--- src/rtl/shdn_pkg.sv ---
package shdn_pkg;
  localparam logic [7:0] UNLOCK_KEY = 8'hA5;
  localparam int OFS_CTRL = 'h0;
  localparam int OFS_MODE = 'h4;
  localparam int OFS_STAT = 'h8;
  localparam int OFS_WCFG = 'hC;
  localparam int STAT_RTC_BIT = 5;
  localparam int STAT_RTT_BIT = 6;
  localparam int STAT_PIN_LSB = 16;

  // debounce length table, in slow-clock cycles
  function automatic logic [15:0] dbc_cycles(input logic [2:0] code);
    case (code)
      3'd0:    return 16'd0;
      3'd1:    return 16'd3;
      3'd2:    return 16'd32;
      3'd3:    return 16'd512;
      3'd4:    return 16'd4096;
      default: return 16'd32768;
    endcase
  endfunction
endpackage

--- src/rtl/shdn_sync.sv ---
module shdn_sync #(
  parameter int W = 18
) (
  input  logic         clk,
  input  logic         rst,
  input  logic [W-1:0] d_i,
  output logic [W-1:0] q_o
);
  logic [W-1:0] meta_q, stab_q;

  always_ff @(posedge clk) begin
    if (rst) begin
      meta_q <= '0;
      stab_q <= '0;
    end else begin
      meta_q <= d_i;
      stab_q <= meta_q;
    end
  end

  assign q_o = stab_q;
endmodule

--- src/rtl/shdn_debounce.sv ---
module shdn_debounce #(
  parameter int CNT_W = 16
) (
  input  logic             clk,
  input  logic             rst,
  input  logic             act_i,
  input  logic [CNT_W-1:0] per_i,
  output logic             ok_o
);
  logic [CNT_W-1:0] run_q;

  always_ff @(posedge clk) begin
    if (rst || !act_i) run_q <= '0;
    else if (run_q < per_i) run_q <= run_q + 1'b1;
  end

  assign ok_o = act_i && ((per_i == '0) || (run_q >= per_i));

  // a counted qualification needs the level to have been active one cycle earlier
  p_dbc_held_r6: assert property (@(posedge clk) disable iff (rst)
    (ok_o && per_i != '0) |-> $past(act_i));
endmodule

--- src/rtl/shdn_ctrl.sv ---
module shdn_ctrl
  import shdn_pkg::*;
#(
  parameter int NPIN    = 16,
  parameter int ADDR_W  = 4,
  parameter int HAS_RTT = 1,
  parameter int CNT_W   = 16
) (
  input  logic              clk,
  input  logic              rst,
  input  logic              wr_en,
  input  logic              rd_en,
  input  logic [ADDR_W-1:0] addr,
  input  logic [31:0]       wdata,
  output logic [31:0]       rdata,
  input  logic [NPIN-1:0]   wake_pin,
  input  logic              rtc_alarm,
  input  logic              rtt_alarm,
  output logic              shdn_out
);
  localparam int SW = NPIN + 2;

  logic [2:0]      dbc_code_q;
  logic            rtc_en_q, rtt_en_q;
  logic [NPIN-1:0] pin_en_q, pin_pol_q;
  logic [31:0]     stat_q;
  logic            shdn_q;

  logic [SW-1:0]    sync_q;
  logic [NPIN-1:0]  pin_ok;
  logic [CNT_W-1:0] per;
  logic [31:0]      cause;
  logic             any_wake;

  logic sel_ctrl, sel_mode, sel_stat, sel_wcfg;
  assign sel_ctrl = (addr == ADDR_W'(OFS_CTRL));
  assign sel_mode = (addr == ADDR_W'(OFS_MODE));
  assign sel_stat = (addr == ADDR_W'(OFS_STAT));
  assign sel_wcfg = (addr == ADDR_W'(OFS_WCFG));

  shdn_sync #(.W(SW)) u_sync (
    .clk(clk), .rst(rst),
    .d_i({rtt_alarm, rtc_alarm, wake_pin}),
    .q_o(sync_q)
  );

  assign per = CNT_W'(dbc_cycles(dbc_code_q));

  for (genvar i = 0; i < NPIN; i++) begin : g_pin
    logic act;
    assign act = pin_en_q[i] & ~(sync_q[i] ^ pin_pol_q[i]);
    shdn_debounce #(.CNT_W(CNT_W)) u_dbc (
      .clk(clk), .rst(rst), .act_i(act), .per_i(per), .ok_o(pin_ok[i])
    );
  end

  always_comb begin
    cause = '0;
    cause[STAT_PIN_LSB +: NPIN] = pin_ok;
    cause[STAT_RTC_BIT] = sync_q[NPIN] & rtc_en_q;
    cause[STAT_RTT_BIT] = (HAS_RTT != 0) & sync_q[NPIN+1] & rtt_en_q;
  end
  assign any_wake = |cause;

  always_ff @(posedge clk) begin
    if (rst) begin
      dbc_code_q <= '0;
      rtc_en_q   <= 1'b0;
      rtt_en_q   <= 1'b0;
      pin_en_q   <= '0;
      pin_pol_q  <= '0;
      stat_q     <= '0;
      shdn_q     <= 1'b0;
    end else begin
      if (wr_en) begin
        if (sel_ctrl && wdata[31:24] == UNLOCK_KEY && wdata[0]) shdn_q <= 1'b1;
        if (sel_mode) begin
          dbc_code_q <= wdata[26:24];
          rtc_en_q   <= wdata[17];
          rtt_en_q   <= (HAS_RTT != 0) && wdata[16];
        end
        if (sel_wcfg) begin
          pin_en_q  <= wdata[NPIN-1:0];
          pin_pol_q <= wdata[16 +: NPIN];
        end
      end
      if (shdn_q && any_wake) begin
        shdn_q <= 1'b0;
        stat_q <= cause;
      end else if (rd_en && sel_stat) begin
        stat_q <= '0;
      end
    end
  end

  always_ff @(posedge clk) begin
    if (rst) rdata <= '0;
    else if (rd_en) begin
      rdata <= '0;
      if (sel_mode) rdata <= {5'd0, dbc_code_q, 6'd0, rtc_en_q, rtt_en_q, 16'd0};
      if (sel_stat) rdata <= stat_q;
      if (sel_wcfg) rdata <= {16'(pin_pol_q), 16'(pin_en_q)};
    end
  end

  assign shdn_out = shdn_q;

  // a write with the wrong key never moves the shutdown state
  p_badkey_r3: assert property (@(posedge clk) disable iff (rst)
    (wr_en && sel_ctrl && wdata[31:24] != UNLOCK_KEY && !any_wake) |=> $stable(shdn_out));
  // an enabled cause during shutdown releases it and leaves a nonzero status
  p_release_r7: assert property (@(posedge clk) disable iff (rst)
    (shdn_out && any_wake) |=> (!shdn_out && stat_q != 32'd0));
  // status only changes on a wake in shutdown or on a status read
  p_stat_hold_r8: assert property (@(posedge clk) disable iff (rst)
    (!(shdn_out && any_wake) && !(rd_en && sel_stat)) |=> $stable(stat_q));
  // with nothing enabled shutdown cannot drop
  p_no_src_r9: assert property (@(posedge clk) disable iff (rst)
    (shdn_out && pin_en_q == '0 && !rtc_en_q && !rtt_en_q) |=> shdn_out);
endmodule

--- config.mk ---
export PLATFORM = sky130hd
export DESIGN_NAME = shdn_ctrl
export DESIGN_NICKNAME = d
export VERILOG_FILES = /design/src/rtl/shdn_pkg.sv /design/src/rtl/shdn_sync.sv /design/src/rtl/shdn_debounce.sv /design/src/rtl/shdn_ctrl.sv
export SDC_FILE = /design/constraint.sdc
export NUM_CORES = 1
export LEC_CHECK = 0
export BUFFER_PORTS_ARGS = -buffer_cell sky130_fd_sc_hd__buf_4
export CORE_ASPECT_RATIO = 0.6
export CORE_MARGIN = 2
export CORE_UTILIZATION = 45
export CTS_BUF_LIST = sky130_fd_sc_hd__clkbuf_4 sky130_fd_sc_hd__clkbuf_8
export DETAILED_ROUTE_END_ITERATION = 12
export GPL_TIMING_DRIVEN = 0
export PLACE_DENSITY = 0.69
export SLEW_MARGIN = 5
export SYNTH_ARGS = -nofsm -noshare
export SYNTH_HDL_FRONTEND = slang
export SYNTH_SLANG_ARGS = --single-unit
--- constraint.sdc ---
create_clock -name clk -period 5.65 [get_ports clk]
set_input_delay 0.8475 -clock clk [delete_from_list [all_inputs] [get_ports clk]]
set_output_delay 0.8475 -clock clk [all_outputs]
set_load 0.005 [all_outputs]
; Word level (Yosys, flattened, before mapping)
; Index checks and enable logic that the tools add are counted.
[classes]
n_addsub = 16
n_lt_le_gt_ge = 32
eq_ne = 8
n_mux = 6
bitwise = 50
n_reduce_logical = 77
[op_table]
columns = operator, count
row1 = $add A16 B1 Y16 const B, 16
row2 = $ge A16 B16 Y1, 16
row3 = $lt A16 B16 Y1, 16
row4 = $mux W32, 4
row5 = $pmux W16 S5, 1
row6 = $logic_or A1 B1 Y1, 32
row7 = $mux W27, 1
row8 = $logic_and A1 B1 Y1, 20
row9 = $and A1 B1 Y1, 18
row10 = $reduce_or A18 Y1, 1
row11 = $logic_not A1 Y1, 16
row12 = $logic_not A16 Y1, 1
row13 = $not A1 Y1, 16
row14 = $xor A1 B1 Y1, 16
row15 = $eq A4 B4 Y1 const B, 2
row16 = $eq A8 B8 Y1 const B, 1
row17 = $eq A3 B2 Y1 const B, 2
row18 = $reduce_and A2 Y1, 3
row19 = $eq A4 B3 Y1 const B, 1
row20 = $logic_not A4 Y1, 1
row21 = $eq A3 B1 Y1 const B, 1
row22 = $eq A3 B3 Y1 const B, 1
row23 = $logic_not A3 Y1, 1
row24 = $reduce_bool A2 Y1, 1
row25 = $reduce_or A2 Y1, 1
[totals]
register_bits = 380
wordCells = 215

; Depth between registers and ports, before layout
; Gate-level depths: netlist (run 1).
[logic_depth]
depth_word = 8
depth_mapped = 13
depth_no_buf = 11

; By module
; A second synthesis (run 1) with hierarchy kept.
[unflattened]
cells_unflattened = 2888
area_unflattened_um2 = 24493.5
[by_module_without_submodules]
columns = module, instances, cells_per_inst, area_each_um2, seq_area_each_um2
row1 = shdn_debounce, 16, 150, 1238.7, 320.3
row2 = shdn_ctrl, 1, 413, 3679.8, 1761.7
row3 = shdn_sync, 1, 75, 994.7, 720.7

; Worst setup path after synthesis (run 1)
; No wires, ideal clock.
[synth_path]
kind = flip-flop to flip-flop
startpoint = register dbc_code_q[0]
endpoint = register stat_q[19]
arrival_ns = 3.859
slack_ns = 1.720
stages_incl_launch_ff = 13
path_buffers = 2
synth_period_minus_slack_ns = 3.930
cell_sequence = dfxtp_1 > clkbuf_1 > o21ai_0 > ha_1 > and4b_1 > and3_4 > a221oi_4 > o211ai_2 > a221oi_1 > nand4_1 > o21ai_4 > buf_6 > mux2i_1
[synth_via]
elab_chain_cells = 8
elab_cells_between_ends = 59
cone_classes = order compare (16) / eq/ne (4) / mux (2) / reduce/logical (37)
[synth_lines]
columns = element, line
row1 = from (decl), shdn_ctrl.sv:23  ; logic [2:0] dbc_code_q;
row2 = from (signal assigned), shdn_ctrl.sv:78  ; dbc_code_q <= wdata[26:24];
row3 = "$eq A3 B3 Y1, or another cell as far along", shdn_pkg.sv:13  ; case (code)
row4 = $pmux W16 S5 (*), shdn_pkg.sv:13
row5 = $ge A16 B16 Y1 or $logic_not A16 Y1 (tied branches), shdn_debounce.sv:17  ; assign ok_o = act_i && ((per_i == '0) || (run_q >= per_i));
row6 = $logic_or A1 B1 Y1, shdn_debounce.sv:17
row7 = $logic_and A1 B1 Y1, shdn_debounce.sv:17
row8 = $reduce_or A18 Y1, shdn_ctrl.sv:63  ; assign any_wake = |cause;
row9 = $logic_and A1 B1 Y1, shdn_ctrl.sv:87  ; if (shdn_q && any_wake) begin
row10 = $mux W32 or $reduce_bool A2 Y1 (tied branches), n/a
row11 = to (signal assigned), shdn_ctrl.sv:89  ; stat_q <= cause;
row12 = to (decl), shdn_ctrl.sv:26  ; logic [31:0] stat_q;
; Every way passes the cells marked *; elsewhere a longest branch is shown, timed or not.
; A chain may end at the register's enable or synchronous reset.

; Final worst setup path (run 1)
[layout_path]
startpoint = register dbc_code_q[0]
endpoint = register stat_q[27]
; Same word-level chain as after synthesis.

==> summary.txt, run 1 <==
Worst hold path
  • Hold Crit Depth: 2
  • Hold WC Path Type: input pin to register

Layout
  • Final Cell Area: ~21000 µm²
  • Footprint of the multi-input gates: just over 10000 µm²
  • # nets final: ~2500
  • Diodes inserted: 0
  • Register area: 7610 µm²
  • Area growth syn-to-layout: 13.7%
  • Share of cells above drive strength 1: 9.92%
  • Fillers: 3785
  • Post-layout util: 51.7%

Synthesis
  • Synth area leaders: dfxtp_1, ha_1, nor2_1
  • Syn Nets: 2311
  • Post-synth top flop: dfxtp_1
  • Post-synthesis register bit count: between 300 and 400
  • Area share of the largest cell type after synthesis: 41.4%
  • Post-Syn Instances: 2141
  • Area leader, netlist: dfxtp_1
  • Asr flop ratio synth: 0%
  • Mean Syn Cell Area: 8.58 µm²
  • Number of enable flip-flop cells after synthesis: 0
  • Post-synthesis cell area: ~18000 µm²
  • Synth warn: 0
  • Register area share after synthesis: 41.4%
  • Synth cell types: 53
  • Count leader, synth: dfxtp_1
  • Synth cell count leaders: dfxtp_1, nor2_1, nand2_1

Placed design
  • Port Buffer Count: 90
  • Post-DP Area: ~20000 µm²
  • GPL Wtd Cong: 0.910
  • HPWL Detailed: roughly 36000 µm

Clocking
  • CTS tree: yes
  • CTS Buffer Depth: 3
  • CTS resizes: 0
  • H-tree depth: 2
  • Setup bufs post-CTS: 0
  • Inserted Clock Buffers: 53
  • Worst-skew pair later-pin latency: 0.63 ns
  • # hold bufs at CTS: 0
  • Clock slew seen by the registers of the worst setup and hold paths: 0.06 ns
  • Root buf cell: clkbuf_8
  • CTS sink count: 380

Critical path
  • Crit path capture type: register
  • Critical path arrival: 5.96 ns
  • CP Max Fanout: 17
  • Required time worst endpoint: 6.19 ns
  • WS Path Type: register to register
  • Slowest CP cell: a221oi_1
  • FF-to-FF path depth: 13
  • Critical Path Source Type: register
  • Max stage delay on crit path: 1.01 ns
  • Critical path cell sequence: clkbuf_1 > or3b_2 > inv_1 > ha_1 > nand2b_1 > nand4b_1 > a221oi_1 > a31oi_1 > nor2_1 > nand4_1 > o21ai_4 > buf_6 > mux2i_1

Timing
  • Slew headroom: 19.4%
  • RSZ-0062 raised after global routing: no
  • Final Skew: 0.0206 ns
  • Min cycle time layout: between 5 and 6 ns
  • Finish-stage setup viols: 0
  • Period Utilization, post-route: 95.8%
  • Final Hold Fails: 0
  • Final setup TNS: 0 ns
  • FMAX: 0.185 GHz
  • Hold_ws: 0.436 ns
  • Pins over their slew limit: 0
  • Worst-margin pin slew: about 1.2 ns

Drt
  • Residual DRC count: 0
  • WL final: 49500 µm
  • Pre-Repair DR Iteration Count: 5
  • Routed Antenna Nets: 0
  • DR vias/cell: 5.51
  • DR iter-0 viols: around 1500
  • DR vias: 15800
  • Drt wl/cell: 17.3 µm

Global route
  • Largest net degree at the start of global routing: 18
  • Total Routing Usage GR: between 20% and 30%
  • Number of global-route vias before repair: 14600
  • First-pass GRT wire length: between 70000 and 80000 µm
  • Final global-route overflow total: 0
  • Initial antenna violation count: 2

Floorplanning
  • Std cell rows: 57
  • Total die area: 42500 µm²
  • Die height: roughly 160 µm
  • Starting Density: 45.5%
  • Width of the die: roughly 260 µm
  • Core Region: 40400 µm²
  • IO Pins: 91

Power
  • Total Power: 5.13 mW
  • PwrDens: ~250 nW/µm²
  • Worst IR Drop VDD: 0.000182 V
  • Leakage power: approximately 7.7 nW

Run
  • Max Cap Viol: 0

Run status
  • Status: completed
flip-flops by register name (all words and copies together), names as in the netlist:
register,cells
dbc_code_q,3
g_pin.u_dbc.run_q,256
pin_en_q,16
pin_pol_q,16
rdata,32
rtc_en_q,1
rtt_en_q,1
shdn_out,1
stat_q,18
u_sync.meta_q,18
u_sync.q_o,18
kinds of logic after synthesis:
logic type | after synthesis | share of synthesized area (%)
muxes | 40 | 2.27
and+or+nand+nor | 1013 | 27.2
adders and majority gates | 112 | 7.63
DFF | 380 | 41.4
buffers and inverters | 132 | 2.74
xor gates and xnor gates | 218 | 10.4
AOI/OAI and AO/OA | 246 | 8.34
worst paths after layout:
check	startpoint	to	slack, ns
worst max register to register	dbc_code_q[0]	stat_q[27]	0.24
worst min-delay path	wake_pin[12]	u_sync.meta_q[12]	0.44
worst min register to register	u_sync.meta_q[8]	u_sync.q_o[8]	0.44
worst max-delay path	dbc_code_q[0]	stat_q[27]	0.24
critical path, delay by kind of cell (launching register included):
kind            cells  cell delay [ns]
fa+ha+maj           1             0.28
flops               1             0.30
mux                 1             0.21
buf+inv             3             1.42
simple gates        5             1.47
compound gates      3             1.62
metrics by stage:
stage | setup slack [ns] | cells
CTS | 0.320 | 2859
floorplan | 1.72 | 2141
detailed placement | 0.363 | 2765
global route | 0.0470 | 2859
finish | 0.236 | 2859
global placement | -1.29 | 2762
report_power, final:
group	internal, mW	total [mW]	leakage (nW)	switching, mW
Sequential	2.69	2.70	3.07	0.00873
Clock	1.19	2.25	0.597	1.07
Combinational	0.0700	0.176	3.99	0.106
routing by layer:
layer / part of all wire, % / GRT usage [%] / up-vias / wire [µm]
met1: 47 / 33.6 / 7405 / 23500
met5: 0.032 / 0 / - / 16
met3: 7.5 / 4.31 / 90 / 3720
met2: 42 / 34.8 / 489 / 21000
met4: 2.6 / 6.55 / 2 / 1270
li1: - / - / 7768 / -
cell usage in the layout (no fill, tap or decap), types with 60 or more instances in the layout:
cell      synthesis  final
nand2_1         186    185
xor2_1          123    123
nand4_1          83     83
nor2b_1          66     66
nor2_1          331    331
xnor2_1          95     95
o21ai_0          61     60
nand3_1          69     69
ha_1            112    112
clkbuf_8          0     67
dfxtp_1         380    380
a21oi_1         111    111
nor3_1           67     67
buf_4             0     90
inv_1            61     61
cell type report:
type	count	share of cell area (%)
well taps	531	3.18
plain buffers	71	1.31
repair buffers	93	3.51
flip-flops and latches	380	36.4
multi-input cells	1629	49.2
clock buffers	86	5.10
inverters	61	1.10
clock inverters	8	0.204
No activity file was read; power rests on OpenSTA's default activity.
==> run 2: changes to the inputs <==
- CAP_MARGIN: unset -> 10
- CORE_MARGIN: 2 -> 1
==> summary.txt, run 2 (synthesis gave the netlist of run 1 again) <==
Critical path
  • Top cell by count, worst path: a221oi_1
  • Crit path capture type: register
  • Critical path arrival: roughly 5.8 ns
  • Critical Path Source Type: register
  • Critical path cell sequence: clkbuf_1 > or3b_2 > clkinvlp_4 > ha_1 > nand2b_1 > nand4b_1 > a221oi_1 > a31oi_1 > a221oi_1 > nand4_1 > o21ai_4 > buf_6 > mux2i_1
  • Crit path buf inv count: 3
  • Slowest CP cell: or3b_2
  • Max stage delay on crit path: ~0.85 ns
  • CP Max Fanout: 17
  • CP top delay family: compound AO/OA/AOI/OAI gates
  • WS Path Type: register to register
  • Required time worst endpoint: 6.21 ns

Power
  • Worst IR Drop VDD: 0.000195 V
  • Flop pwr share: 51.1%
  • Sw Pwr: 1.24 mW
  • Internal power: 4.05 mW
  • Comb power frac: 3.4%
  • Switching share of power: 23.4%
  • Total Power: 5.29 mW
  • Leakage power: 7.69 nW
  • PwrDens: 252 nW/µm²
  • Clock network fraction of total power: 45.5%

Timing
  • Pins over their slew limit: 0
  • Final Hold Fails: 0
  • Finish-stage setup viols: 0
  • Worst-margin pin slew: about 1.2 ns
  • Slew headroom: around 17%
  • Worst Slack Setup Final: roughly 0.36 ns
  • RSZ-0062 raised after global routing: no
  • Min cycle time layout: 5.29 ns
  • Final setup TNS: 0 ns
  • Final Skew: 0.0314 ns
  • Period Utilization, post-route: 93.6%
  • FMAX: 0.189 GHz

Clocking
  • CTS tree: yes
  • CTS sink count: 380
  • Inserted Clock Buffers: 56
  • CTS Buffer Depth: 3
  • Worst-skew pair later-pin latency: 0.65 ns
  • Clock slew seen by the registers of the worst setup and hold paths: 0.07 ns
  • Root buf cell: clkbuf_8
  • H-tree depth: 2

Drt
  • Routed Antenna Nets: 0
  • Drt wl/cell: 17.6 µm
  • Residual DRC count: 0
  • Pre-Repair DR Iteration Count: 5
  • DR iter-0 viols: ~1500
  • DR vias/cell: 5.60
  • DR vias: 16000
  • WL final: between 50000 and 60000 µm

Floorplanning
  • Die height: 159 µm
  • IO Pins: 91
  • Width of the die: about 260 µm
  • Total die area: 41700 µm²
  • Core Region: 39700 µm²
  • Std cell rows: 56
  • Starting Density: 46.3%

Layout
  • Final Cell Area: 21000 µm²
  • Commonest non-fill, non-tap cell in the layout: dfxtp_1
  • Most frequent cells in the layout: dfxtp_1, nor2_1, nand2_1, xor2_1, ha_1
  • Share of cells above drive strength 1: 10.3%
  • Area growth syn-to-layout: 14.2%
  • # nets final: 2461
  • Top Registers: g_pin.u_dbc.run_q: 256 flops, rdata: 32 flops
  • Fillers: 3695
  • Max FFs per register: 256
  • Biggest register: g_pin.u_dbc.run_q

Run
  • Max Cap Viol: 0

Placed design
  • Port Buffer Count: 90
  • GPL Wtd Cong: around 0.94
  • HPWL Detailed: 36600 µm
  • Post-DP Area: approximately 20000 µm²
  • Pre-CTS WS: 0.187 ns

Worst hold path
  • Hold WC Path Type: input pin to register

Global route
  • Largest net degree at the start of global routing: 18
  • Total Routing Usage GR: 24.0%
  • First-pass GRT wire length: 79800 µm
  • Final global-route overflow total: 0
  • Number of global-route vias before repair: 14900
  • Initial antenna violation count: 2

Run status
  • Status: completed
==> run 2: cell types whose count changed in the layout (fill, tap and decap cells not counted), moves of 2 or more <==
cell,before,now
clkinvlp_4,1,3
clkbuf_8,67,76
clkbuf_4,19,13
clkinv_2,7,14
==> run 2: final timing paths <==
kind / from / endpoint / slack (ns) / cells after the start
setup / recovery: dbc_code_q[0] / stat_q[21] / 0.36 / 13
hold / removal: wake_pin[8] / u_sync.meta_q[8] / 0.42 / 2
setup reg to reg: dbc_code_q[0] / stat_q[21] / 0.36 / 13
hold reg to reg: u_sync.meta_q[0] / u_sync.q_o[0] / 0.44 / 1
==> run 2: worst reg2reg max path: stages, from the launching register on <==
cell and delay [ns]:
dfxtp_1 0.33, clkbuf_1 0.35, or3b_2 0.85, clkinvlp_4 0.56, ha_1 0.24, nand2b_1 0.10, nand4b_1 0.10, a221oi_1 0.78
a31oi_1 0.32, a221oi_1 0.52, nand4_1 0.27, o21ai_4 0.38, buf_6 0.22, mux2i_1 0.20
==> run 2: layout make-up <==
cell class	count	area, µm²	share of cell area [%]
sequential	380	7610	36.3
inverter	61	233	1.11
clock buffer	89	1140	5.45
multi-input combinational	1629	10300	49.0
tap	522	653	3.11
clock inverter	16	85.1	0.406
buffer	71	274	1.31
timing repair buffer	92	702	3.35
antenna	1	2.50	0.0119
==> run 2: timing repair <==
action,4_1_cts,5_1_grt
buffers inserted,0,0
hold buffers,0,0
resized for setup,0,1
endpoints found under the setup margin,0,10
==> run 2: routing by layer <==
layer	vias to the layer above	share of wire (%)	GRT usage [%]
li1	7776	-	-
met1	7620	47	33.8
met2	545	42	36.3
met3	86	7.5	4.58
met4	0	3.1	9.22
met5	-	0	0
==> run 2: power by group through the flow <==
stage          combinational [mW]  clock (mW)  sequential, mW
2_1_floorplan              0.0915           0            2.76
3_3_place_gp                0.172           0            2.76
3_5_place_dp                0.175           0            2.76
4_1_cts                     0.176        2.45            2.70
5_1_grt                     0.189        2.60            2.70
6_report                    0.179        2.41            2.70
==> run 2: metrics by stage <==
stage	util (%)	cells	hold slack [ns]
global placement	49.7	2753	0.422
floorplan	-	2141	0.414
detailed placement	49.8	2755	0.426
CTS	52.9	2860	0.385
global route	52.9	2861	0.398
finish	52.9	2861	0.421
==> run 3: changes to the inputs <==
- clock period: 5.65 -> 5 ns (I/O delays scaled with it)
==> summary.txt, run 3 (synthesis gave the netlist of run 1 again) <==
Run status
  • Status: completed

Placed design
  • Post-DP Area: 19700 µm²
  • Port Buffer Count: 90
  • GPL Wtd Cong: 0.936
  • HPWL Detailed: 36600 µm

Floorplanning
  • Core Region: 39700 µm²
  • Starting Density: 46.3%
  • IO Pins: 91
  • Width of the die: 263 µm
  • Die height: 159 µm
  • Total die area: 41700 µm²
  • Std cell rows: 56

Clocking
  • CTS Buffer Depth: 3
  • Inserted Clock Buffers: 56
  • H-tree depth: 2
  • Root buf cell: clkbuf_8
  • CTS tree: yes
  • # hold bufs at CTS: 0
  • Clock slew seen by the registers of the worst setup and hold paths: 0.07 ns
  • CTS sink count: 380
  • Worst-skew pair later-pin latency: 0.65 ns

Layout
  • Commonest non-fill, non-tap cell in the layout: dfxtp_1
  • Post-layout util: 53.1%
  • Biggest register: g_pin.u_dbc.run_q
  • Most frequent cells in the layout: dfxtp_1, nor2_1, nand2_1, xor2_1, ha_1
  • Top Registers: g_pin.u_dbc.run_q: 256 flops, rdata: 32 flops
  • Share of cells above drive strength 1: around 11%
  • Max FFs per register: 256
  • # nets final: 2466
  • Final Cell Area: between 20000 and 25000 µm²
  • Area growth syn-to-layout: 14.7%

Drt
  • Pre-Repair DR Iteration Count: 6
  • WL final: ~50000 µm
  • DR iter-0 viols: around 1400
  • DR vias/cell: about 5.6
  • Residual DRC count: 0
  • Drt wl/cell: 17.6 µm
  • Routed Antenna Nets: 0
  • DR vias: 16000

Timing
  • Final Hold Fails: 0
  • Finish-stage setup viols: 0
  • Final Skew: 0.0240 ns
  • FMAX: ~0.21 GHz
  • Slew headroom: 34.4%
  • Final setup TNS: 0 ns
  • Pins over their slew limit: 0
  • RSZ-0062 raised after global routing: no
  • Min cycle time layout: 4.82 ns
  • Worst-margin pin slew: 0.985 ns
  • Period Utilization, post-route: 96.4%

Global route
  • Final global-route overflow total: 0
  • Number of global-route vias before repair: ~15000
  • Total Routing Usage GR: 24.0%
  • First-pass GRT wire length: between 70000 and 80000 µm
  • Initial antenna violation count: 2
  • Largest net degree at the start of global routing: 18

Critical path
  • Critical path arrival: 5.38 ns
  • Critical Path Source Type: register
  • CP Max Fanout: 17
  • Required time worst endpoint: 5.56 ns
  • WS Path Type: register to register
  • Crit path capture type: register

Power
  • Internal power: 4.58 mW
  • Clock network fraction of total power: 45.5%
  • Worst IR Drop VDD: 0.000219 V
  • Leakage power: 7.72 nW
  • PwrDens: 284 nW/µm²
  • Sw Pwr: approximately 1.4 mW
  • Comb power frac: 3.4%
  • Total Power: 5.98 mW
  • Flop pwr share: 51.1%
  • Switching share of power: 23.4%

Run
  • Max Cap Viol: 0

Worst hold path
  • Hold WC Path Type: input pin to register
[run 3: final cells by class]
class | count | area, µm²
repair buffers | 97 | 752
plain buffers | 71 | 274
diodes | 1 | 2.50
multi-input cells | 1629 | 10300
fillers | 3690 | 18600
well taps | 522 | 653
clock buffers | 89 | 1140
clock inverters | 16 | 85.1
flip-flops and latches | 380 | 7610
inverters | 61 | 233
[run 3: stage by stage]
step                      std cells  hold slack (ns)  setup WS [ns]
after floorplan                2141            0.414           1.07
after global placement         2753            0.422          -1.76
after detailed placement       2755            0.426         -0.463
after CTS                      2860            0.287         0.0465
after global routing           2866            0.300         0.0156
final                          2866            0.324          0.180
[run 3: power groups by stage]
stage                     Sequential [mW]  Clock (mW)  Combinational, mW
final                                3.06        2.72              0.204
after global routing                 3.05        2.93              0.216
after CTS                            3.05        2.77              0.199
after detailed placement             3.12           0              0.198
after global placement               3.12           0              0.195
after floorplan                      3.12           0              0.103
[run 3: path summary, 6_finish.rpt]
check                                       from                to  slack, ns  cells past startpoint
worst min register to register  u_sync.meta_q[0]     u_sync.q_o[0]       0.44                      1
worst min-delay path                 wake_pin[8]  u_sync.meta_q[8]       0.32                      2
worst max register to register     dbc_code_q[0]        stat_q[21]       0.18                     14
worst max-delay path               dbc_code_q[0]        stat_q[21]       0.18                     14
[run 3: timing repair]
item / 4_1_cts / 5_1_grt
resized for setup: 2 / 7
pin swaps: 0 / 1
setup endpoints to repair: 24 / 22
buffers inserted: 0 / 5
[run 3: per-layer routing]
layer,track usage (%),up-vias,routed length [µm]
met5,0,-,0
met4,9.22,0,1630
met3,4.58,86,3670
met2,36.4,480,21300
met1,33.8,7632,23900
li1,-,7779,-
[run 3: critical path, cell delays in order (launching register included)]
cell,delay (ns)
dfxtp_1,0.32
clkbuf_1,0.37
or3b_2,0.84
clkinvlp_4,0.23
buf_12,0.16
ha_1,0.16
nand2b_1,0.10
nand4_1,0.16
a221oi_4,0.52
o211ai_2,0.23
a221oi_1,0.56
nand4_1,0.26
o21ai_4,0.38
buf_6,0.22
mux2i_1,0.20
